## src/rtl/hsd_pkg.sv

```systemverilog
package hsd_pkg;

  localparam int HDR_LEN = 13;
  localparam logic [31:0] FILL_WORD = 32'hFFFF_FFFF;

  typedef enum logic [1:0] {
    ST_SCAN,
    ST_MATCH,
    ST_STREAM,
    ST_HALT
  } hsd_state_e;

  // Expected preamble word by position.
  function automatic logic [31:0] hdr_word(input logic [3:0] idx);
    case (idx)
      4'd8:    hdr_word = 32'h0000_00BB;
      4'd9:    hdr_word = 32'h1122_0044;
      4'd12:   hdr_word = 32'hAA99_5566;
      default: hdr_word = FILL_WORD;
    endcase
  endfunction

  function automatic logic [31:0] byte_rev(input logic [31:0] w);
    byte_rev = {w[7:0], w[15:8], w[23:16], w[31:24]};
  endfunction

endpackage

```

## src/rtl/hsd_word_asm.sv

```systemverilog
module hsd_word_asm #(
  parameter int BYTE_W = 8,
  parameter int LANES  = 4
) (
  input  logic [BYTE_W*(LANES-1)-1:0] hist,
  input  logic [BYTE_W-1:0]           byte_in,
  input  logic                        rev_en,
  output logic [BYTE_W*LANES-1:0]     nat_word,
  output logic [BYTE_W*LANES-1:0]     fix_word
);

  localparam int WORD_W = BYTE_W * LANES;

  logic [WORD_W-1:0] rev_word;

  // oldest byte lands in the most significant lane
  assign nat_word = {hist, byte_in};

  for (genvar g = 0; g < LANES; g++) begin : g_lane
    assign rev_word[g*BYTE_W +: BYTE_W] = nat_word[(LANES-1-g)*BYTE_W +: BYTE_W];
  end

  assign fix_word = rev_en ? rev_word : nat_word;

endmodule

```

## src/rtl/hsd_word_cmp.sv

```systemverilog
module hsd_word_cmp
  import hsd_pkg::*;
(
  input  logic [31:0] cand,
  input  logic [31:0] expw,
  output logic        take_rev,
  output logic        match
);

  logic [31:0] rev_cand;

  assign rev_cand = byte_rev(cand);
  // a filler word is its own reversal, so it can never select swapped order
  assign take_rev = (rev_cand != FILL_WORD) && (rev_cand == expw);
  assign match    = take_rev || (cand == expw);

endmodule

```

## src/rtl/hsd_sync_detect.sv

```systemverilog
module hsd_sync_detect
  import hsd_pkg::*;
#(
  parameter int OFS_W = 16
) (
  input  logic             clk,
  input  logic             rst_n,
  input  logic             in_valid,
  output logic             in_ready,
  input  logic [7:0]       in_data,
  input  logic             in_sof,
  input  logic             in_last,
  output logic             res_done,
  output logic             res_found,
  output logic             res_swapped,
  output logic [OFS_W-1:0] res_offset,
  output logic             out_valid,
  output logic [31:0]      out_data
);

  localparam logic [OFS_W-1:0] CNT_MAX  = '1;
  localparam logic [OFS_W-1:0] WIN_SPAN = OFS_W'(3);
  localparam logic [3:0]       LAST_IDX = 4'(HDR_LEN - 1);

  // reset synchronizer
  logic [1:0] rst_sync;
  logic       rst_q;

  always_ff @(posedge clk or negedge rst_n) begin
    if (!rst_n) rst_sync <= 2'b00;
    else        rst_sync <= {rst_sync[0], 1'b1};
  end
  assign rst_q = rst_sync[1];

  hsd_state_e       state_q, state_d;
  logic [3:0]       widx_q, widx_d;
  logic [1:0]       bcnt_q, bcnt_d;
  logic [23:0]      win_q, win_d;
  logic [OFS_W-1:0] cnt_q, cnt_d;
  logic [OFS_W-1:0] ofs_q, ofs_d;
  logic             swap_q, swap_d;
  logic             done_q, done_d;
  logic             found_q, found_d;
  logic             ovld_q, ovld_d;
  logic [31:0]      odata_q, odata_d;

  logic        take, upd_en, ones_hit, group_full;
  logic [31:0] nat_word, fix_word;
  logic        take_rev, hdr_match;

  assign in_ready   = !in_sof && (state_q != ST_HALT);
  assign take       = in_valid && in_ready;
  assign upd_en     = take || in_sof;
  assign group_full = (bcnt_q == 2'd3);

  hsd_word_asm #(.BYTE_W(8), .LANES(4)) u_asm (
    .hist     (win_q),
    .byte_in  (in_data),
    .rev_en   (swap_q),
    .nat_word (nat_word),
    .fix_word (fix_word)
  );

  hsd_word_cmp u_cmp (
    .cand     (fix_word),
    .expw     (hdr_word(widx_q)),
    .take_rev (take_rev),
    .match    (hdr_match)
  );

  assign ones_hit = (nat_word == FILL_WORD) && (cnt_q >= WIN_SPAN);

  always_comb begin
    state_d = state_q;
    widx_d  = widx_q;
    bcnt_d  = bcnt_q;
    win_d   = win_q;
    cnt_d   = cnt_q;
    ofs_d   = ofs_q;
    swap_d  = swap_q;
    done_d  = done_q;
    found_d = found_q;
    ovld_d  = 1'b0;
    odata_d = odata_q;
    if (in_sof) begin
      state_d = ST_SCAN;
      widx_d  = '0;
      bcnt_d  = '0;
      cnt_d   = '0;
      ofs_d   = '0;
      swap_d  = 1'b0;
      done_d  = 1'b0;
      found_d = 1'b0;
    end else if (take) begin
      win_d = nat_word[23:0];
      unique case (state_q)
        ST_SCAN: begin
          if (cnt_q != CNT_MAX) cnt_d = cnt_q + 1'b1;
          if (ones_hit) begin
            ofs_d   = cnt_q - WIN_SPAN;
            widx_d  = 4'd1;
            bcnt_d  = '0;
            state_d = ST_MATCH;
          end
          if (in_last) begin
            done_d  = 1'b1;
            found_d = 1'b0;
            state_d = ST_HALT;
          end
        end
        ST_MATCH: begin
          bcnt_d = bcnt_q + 1'b1;
          if (group_full && !hdr_match) begin
            done_d  = 1'b1;
            found_d = 1'b0;
            state_d = ST_HALT;
          end else if (group_full && widx_q == LAST_IDX) begin
            swap_d  = swap_q | take_rev;
            done_d  = 1'b1;
            found_d = (ofs_q == '0);
            state_d = ((ofs_q == '0) && !in_last) ? ST_STREAM : ST_HALT;
          end else begin
            if (group_full) begin
              swap_d = swap_q | take_rev;
              widx_d = widx_q + 1'b1;
            end
            if (in_last) begin
              done_d  = 1'b1;
              found_d = 1'b0;
              state_d = ST_HALT;
            end
          end
        end
        ST_STREAM: begin
          bcnt_d = bcnt_q + 1'b1;
          if (group_full) begin
            ovld_d  = 1'b1;
            odata_d = fix_word;
          end
          if (in_last) state_d = ST_HALT;
        end
        default: ;
      endcase
    end
  end

  always_ff @(posedge clk or negedge rst_q) begin
    if (!rst_q) begin
      state_q <= ST_SCAN;
      widx_q  <= '0;
      bcnt_q  <= '0;
      win_q   <= '0;
      cnt_q   <= '0;
      ofs_q   <= '0;
      swap_q  <= 1'b0;
      done_q  <= 1'b0;
      found_q <= 1'b0;
      ovld_q  <= 1'b0;
      odata_q <= '0;
    end else begin
      ovld_q <= ovld_d;
      if (upd_en) begin
        state_q <= state_d;
        widx_q  <= widx_d;
        bcnt_q  <= bcnt_d;
        win_q   <= win_d;
        cnt_q   <= cnt_d;
        ofs_q   <= ofs_d;
        swap_q  <= swap_d;
        done_q  <= done_d;
        found_q <= found_d;
        odata_q <= odata_d;
      end
    end
  end

  assign res_done    = done_q;
  assign res_found   = found_q;
  assign res_swapped = swap_q;
  assign res_offset  = ofs_q;
  assign out_valid   = ovld_q;
  assign out_data    = odata_q;

endmodule

```

## config.mk

```make
export PLATFORM = sky130hd
export DESIGN_NAME = hsd_sync_detect
export DESIGN_NICKNAME = d
export VERILOG_FILES = /design/src/rtl/hsd_pkg.sv /design/src/rtl/hsd_word_asm.sv /design/src/rtl/hsd_word_cmp.sv /design/src/rtl/hsd_sync_detect.sv
export SDC_FILE = /design/constraint.sdc
export NUM_CORES = 1
export LEC_CHECK = 0
export BUFFER_PORTS_ARGS = -buffer_cell sky130_fd_sc_hd__buf_4
export CAP_MARGIN = 10
export CORE_MARGIN = 2
export CORE_UTILIZATION = 54
export DETAILED_ROUTE_END_ITERATION = 16
export HOLD_SLACK_MARGIN = 0.03
export PLACE_DENSITY = 0.88
export SYNTH_ARGS = -nofsm -noshare
export SYNTH_HDL_FRONTEND = slang
export SYNTH_SLANG_ARGS = --single-unit
```

## constraint.sdc

```tcl
create_clock -name clk -period 3.25 [get_ports clk]
set_clock_uncertainty 0.1 [all_clocks]
set_input_delay 0.1625 -clock clk [delete_from_list [all_inputs] [get_ports clk]]
set_output_delay 0.1625 -clock clk [all_outputs]
set_load 0.005 [all_outputs]
```

==> out/summary.txt, run 1 <==
Status: complete, no violations
HPWL after DPL: 10800 microns
Setup crit end kind: flop
Syn Inst Count: 628
CTS tree: built
Min Tclk post-route: 3.08 ns
Final hold slack: 0.0478 ns
Final Cell Area: 0.00689 sq mm
Commonest cells in the synthesized netlist: 102 x dfrtp_1, 102 x nor2_1, 63 x a21oi_1
CP max FO: 12
Post-synth top area share: 0.428
First-pass GRT wire length: 24600 microns
Max-Cap Viols: 0
Slew Viols, Final: 0
All-Layer GR Usage: 0.264
DRC: 0
IO Pins: 66
Initial antenna violation count: 0
Slew @ Worst Pin: 0.968 ns
Gpl congestion: 0.936
Vias in the first global route: 4903
Startpoint Class: flop
Worst skew pair latency: 0.37 ns
Fin nets: 709
Main synth FF type: dfrtp_1
Post-CTS setup buffers: 0
First-pass DRT Iterations: 6
IO buf count: 65
Num CTS Buffers: 9
Die H: 109 microns
Global route overflow: 0
Die footprint: 0.0119 sq mm
Drt first-iter violations: 300
Fin crit share: 0.948
Setup violators final: 0
Worst r2r dst: widx_q[0]
Die width: 109 microns
Met1 global-route usage: 0.381
Slew HR: 0.355
Vias per cell: 6.14
Ant. Diodes: 0
H-tree Lvls: 3
Worst-path clk slew: 0.10 ns
Worst VDD drop: 0.287 mV
Post-synth EDFFs: 0
Final hold violation count: 0
Setup TNS: 0 ns
Unrepaired setup endpoints after global routing: false
Routed WL: 15100 microns
Syn Nets: 651
Avg Inst Size Synth: 9.50 sq um
Mapped cell area: 0.00597 sq mm
Cell Area, Placed: 0.00657 sq mm
WHS Path Cells: 3
CP Class: flop to flop
Via count: 5101
Fraction of registers with async set/reset: 1.00
Pin count of the biggest net entering global routing: 77
Antenna Violating Nets Remaining: 0
Max Clk Rate: 325 MHz
GR Util met3: 0.0371
GRT busiest layer: met2
PD cells: 415 mW/mm^2
R2R setup slack: 0.17 ns
FF-to-FF path depth: 10
Crit path DAT: 3.22 ns
Core Region: 0.0108 sq mm
Min-delay src: in_last
Leak: 3.02 nW
Area growth from synthesis to layout: 15.5%
Starting Density: 0.553
Cell variety after synth: 69
GR Layer Usage met2: 0.415
Crit path required time: 3.39 ns
Layout cells sized above 1: 0.211
Hold endpoint: state_q[1]
Worst Hold Class: input port to flop
Clock sink count: 102
Reg2Reg Launch Point: widx_q[0]
FF+latch count, synth: 102
Sequential-to-total area share from yosys stat: 0.428
Wire per inst: 18.2 microns
Largest area contributor in the netlist: dfrtp_1
Synth top area cells: dfrtp_1 43%, mux2i_1 6.9%, nor2_1 6.4%
Synth Warn #: 0
Cell chosen for the clock root: clkbuf_8
Bufs on Longest Clock Path: 2
# rows: 38
Fillers: 827
[worst max-delay path, stage by stage (launching register included)]
cell and delay, ns:
dfrtp_1 0.41, inv_1 0.09, ha_1 0.29, nor2_1 0.37
o211a_1 0.19, a21oi_1 0.06, o32a_1 0.38, nor4_2 0.35
o21bai_2 0.30, nor4bb_2 0.33, nor3_2 0.06
[state kept, by name, summed over array words and instances, names as in the netlist]
name,flops
state_q,2
bcnt_q,2
rst_sync,2
res_offset,16
res_found,1
widx_q,4
out_data,32
res_swapped,1
win_q,24
res_done,1
out_valid,1
cnt_q,16
[power by group]
group          internal [mW]  total (mW)  switching (mW)
Sequential              1.35        1.55           0.201
Combinational          0.211       0.450           0.239
Clock                  0.422       0.858           0.435
Total                   1.98        2.86           0.875
[through the flow]
step	total power, mW	setup WS (ns)	utilization	cells
floorplan	1.82	0.0983	-	628
global route	2.98	0.00200	0.639	831
CTS	2.87	0.0901	0.638	831
detailed placement	2.00	0.0942	0.609	805
global placement	1.99	0.191	0.609	805
finish	2.86	0.168	0.639	831
[placed cells by master, fill, tap and decap left out, types with 4 or more instances in the layout]
| master | n |
|---|---|
| nor2_1 | 101 |
| dfrtp_1 | 100 |
| buf_4 | 76 |
| a21oi_1 | 63 |
| mux2i_1 | 41 |
| mux2_2 | 30 |
| nand2_1 | 23 |
| nand4_1 | 15 |
| xor2_1 | 15 |
| xnor2_1 | 14 |
| nand3_1 | 13 |
| clkbuf_8 | 12 |
| inv_1 | 11 |
| o21ai_0 | 11 |
| nor3_1 | 10 |
| ha_1 | 10 |
| dlygate4sd3_1 | 10 |
| or3_1 | 9 |
| nor4_1 | 9 |
| and3_1 | 8 |
| and2_1 | 7 |
| nand3b_1 | 7 |
| o22ai_1 | 6 |
| o21a_1 | 5 |
| o211ai_1 | 5 |
| or4_1 | 4 |
| nand2b_1 | 4 |
| a211oi_1 | 4 |
[layout make-up]
type	count	area, sq um	area share
Timing Repair Buffer	87	691	0.100
Sequential cell	102	2560	0.371
Inverter	12	45.0	0.00653
Clock buffer	12	165	0.0240
Clock inverter	4	52.6	0.00762
Tap cell	140	175	0.0254
Multi-Input combinational cell	474	3210	0.465
[logic make-up after synthesis]
logic type,synth area share
AO/OA/AOI/OAI,0.138
XOR/XNOR,0.0426
adder cells (fa/ha/maj),0.0210
buffers and inverters,0.0371
flip-flops,0.428
multiplexers,0.125
other,0.000628
AND/OR/NAND/NOR,0.207
[metal layers]
| layer | part of all wire | vias up |
|---|---|---|
| met4 | 0.014 | 0 |
| met5 | 0 | - |
| li1 | - | 2377 |
| met3 | 0.046 | 20 |
| met2 | 0.48 | 136 |
| met1 | 0.46 | 2568 |
[timing repair]
action,4_1_cts,5_1_grt
gates resized for setup,0,2
hold buffers,10,0
endpoints found under the hold margin,10,0
endpoints found under the setup margin,0,1
[worst max path at each step]
stage	startpoint	to	slack (ns)
finish	widx_q[0]	widx_q[0]	0.17
global route	widx_q[0]	widx_q[0]	0.002
CTS	widx_q[0]	widx_q[0]	0.09
global placement	widx_q[0]	widx_q[0]	0.19
detailed placement	widx_q[0]	widx_q[0]	0.09
floorplan	rst_sync[1]	bcnt_q[0]	0.1
Power figures use the tool's default switching activity.
==> inputs of run 2 (changes only) <==
--- a/config.mk
+++ b/config.mk
@@ -7,8 +7,9 @@
 export LEC_CHECK = 0
 export BUFFER_PORTS_ARGS = -buffer_cell sky130_fd_sc_hd__buf_4
 export CAP_MARGIN = 10
-export CORE_MARGIN = 2
 export CORE_UTILIZATION = 54
+export CTS_BUF_LIST = sky130_fd_sc_hd__clkbuf_16
+export CTS_CLUSTER_DIAMETER = 100
 export DETAILED_ROUTE_END_ITERATION = 16
 export HOLD_SLACK_MARGIN = 0.03
 export PLACE_DENSITY = 0.88
==> run 2 against run 1 <==
- flip-flop and latch count stayed put
- total power is 13% higher
- final area is 1.1% higher
- die area is 3.6% lower
==> out/summary.txt, run 2 (synthesis gave the netlist of run 1 again) <==
Initial antenna violation count: 0
Reg2Reg Launch Point: widx_q[0]
Slew @ Worst Pin: 0.852 ns
CP max FO: 12
Clock sink count: 102
Cell Area, Placed: 0.00658 sq mm
Core Region: 0.0108 sq mm
Leak: 3.05 nW
Pin count of the biggest net entering global routing: 69
Final Cell Area: 0.00697 sq mm
Antenna Violating Nets Remaining: 0
Max Clk Rate: 319 MHz
PD cells: 464 mW/mm^2
Vias per cell: 6.21
First-pass GRT wire length: 24900 microns
Die H: 107 microns
Fin crit share: 0.965
Setup crit end kind: flop
Die width: 107 microns
Crit-path leading delay family: compound AO/OA/AOI/OAI gates
CP endpoint: widx_q[0]
Most frequent cells in the layout: 101 x nor2_1, 100 x dfrtp_1, 77 x buf_4
Core Util, Final: 0.646
Worst skew pair latency: 0.34 ns
Min Tclk post-route: 3.13 ns
Min-delay src: in_data[4]
Cell Chain, Critical Path: inv_1 -> ha_1 -> nor4bb_1 -> buf_4 -> nand2_1 -> a211oi_1 -> o221ai_1 -> o21bai_2 -> nor4bb_2 -> nor3_2
Post-CTS setup buffers: 0
Worst-path clk slew: 0.07 ns
IO Pins: 66
Commonest non-fill, non-tap cell in the layout: nor2_1
Crit path from: widx_q[0]
# rows: 38
Num CTS Buffers: 9
Fin nets: 705
Bufs on Longest Clock Path: 2
Final hold slack: 0.0338 ns
Global route overflow: 0
Cell chosen for the clock root: clkbuf_16
Die footprint: 0.0115 sq mm
Final hold violation count: 0
Via count: 5133
First-pass DRT Iterations: 5
Startpoint Class: flop
FF-to-FF path depth: 10
HPWL after DPL: 10900 microns
CP Buf/Inv Count: 2
Drt first-iter violations: 461
Slew Viols, Final: 0
Worst r2r dst: widx_q[0]
Status: complete, no violations
Worst VDD drop: 0.334 mV
R2R setup slack: 0.12 ns
CP Class: flop to flop
Routed WL: 15300 microns
Max reg flops: 32
All-Layer GR Usage: 0.276
DRC: 0
H-tree Lvls: 3
Setup violators final: 0
Starting Density: 0.553
Crit path DAT: 3.24 ns
Slew HR: 0.432
Crit. path cell count: 10
IO buf count: 65
Critical-path top delay cell: o21bai_2
Layout cells sized above 1: 0.213
Ant. Diodes: 0
Vias in the first global route: 4966
Gpl congestion: 0.933
Worst Hold Class: input port to flop
Max-Cap Viols: 0
Max incr delay on CP: 0.45 ns
CTS tree: built
Wire per inst: 18.5 microns
Area growth from synthesis to layout: 16.8%
Crit path required time: 3.35 ns
Setup TNS: 0 ns
[run 2: cell count changes in the layout (fill, tap and decap cells not counted)]
| cell | previous run | this run |
|---|---|---|
| buf_4 | 76 | 77 |
| clkbuf_8 | 12 | 0 |
| clkinvlp_4 | 0 | 1 |
| clkbuf_16 | 0 | 9 |
| dlygate4sd3_1 | 10 | 5 |
| bufinv_16 | 1 | 3 |
| inv_6 | 1 | 0 |
[run 2: layout make-up]
| type | instances | area [sq um] |
|---|---|---|
| Clock buffer | 9 | 225 |
| Clock inverter | 6 | 111 |
| Fill cell | 830 | 3820 |
| Inverter | 12 | 45.0 |
| Multi-Input combinational cell | 474 | 3210 |
| Sequential cell | 102 | 2560 |
| Tap cell | 140 | 175 |
| Timing Repair Buffer | 83 | 648 |
[run 2: how the worst min path moves through the flow]
stage | slack, ns | cells past startpoint | to
floorplan | -0.23 | 0 | rst_sync[0]
global placement | -0.16 | 1 | rst_sync[0]
detailed placement | -0.15 | 1 | rst_sync[0]
CTS | 0.03 | 2 | rst_sync[1]
global route | 0.03 | 2 | win_q[4]
finish | 0.03 | 2 | win_q[4]
[run 2: timing repair]
item	in CTS	in global routing
endpoints found under the hold margin	6	0
setup endpoints to repair	0	1
hold buffers	5	0
gates resized for setup	0	2
[run 2: power by group]
part / switching [mW] / internal [mW] / total, mW
clock network: 0.465 / 0.748 / 1.21
registers: 0.186 / 1.35 / 1.54
logic: 0.262 / 0.219 / 0.481
[run 2: routing by layer]
layer / track usage / vias up / share of wire
met4: 0.0949 / 0 / 0.027
met2: 0.445 / 210 / 0.48
met1: 0.373 / 2510 / 0.43
met3: 0.0529 / 43 / 0.063
met5: 0 / - / 0
li1: - / 2370 / -
[run 2: through the flow]
step | power (mW) | std cells | setup WS [ns]
after floorplan | 1.82 | 628 | 0.0983
after global placement | 2.00 | 806 | 0.361
after detailed placement | 2.02 | 806 | 0.252
after CTS | 3.23 | 826 | 0.206
after global routing | 3.36 | 826 | -0.0618
final | 3.23 | 826 | 0.115
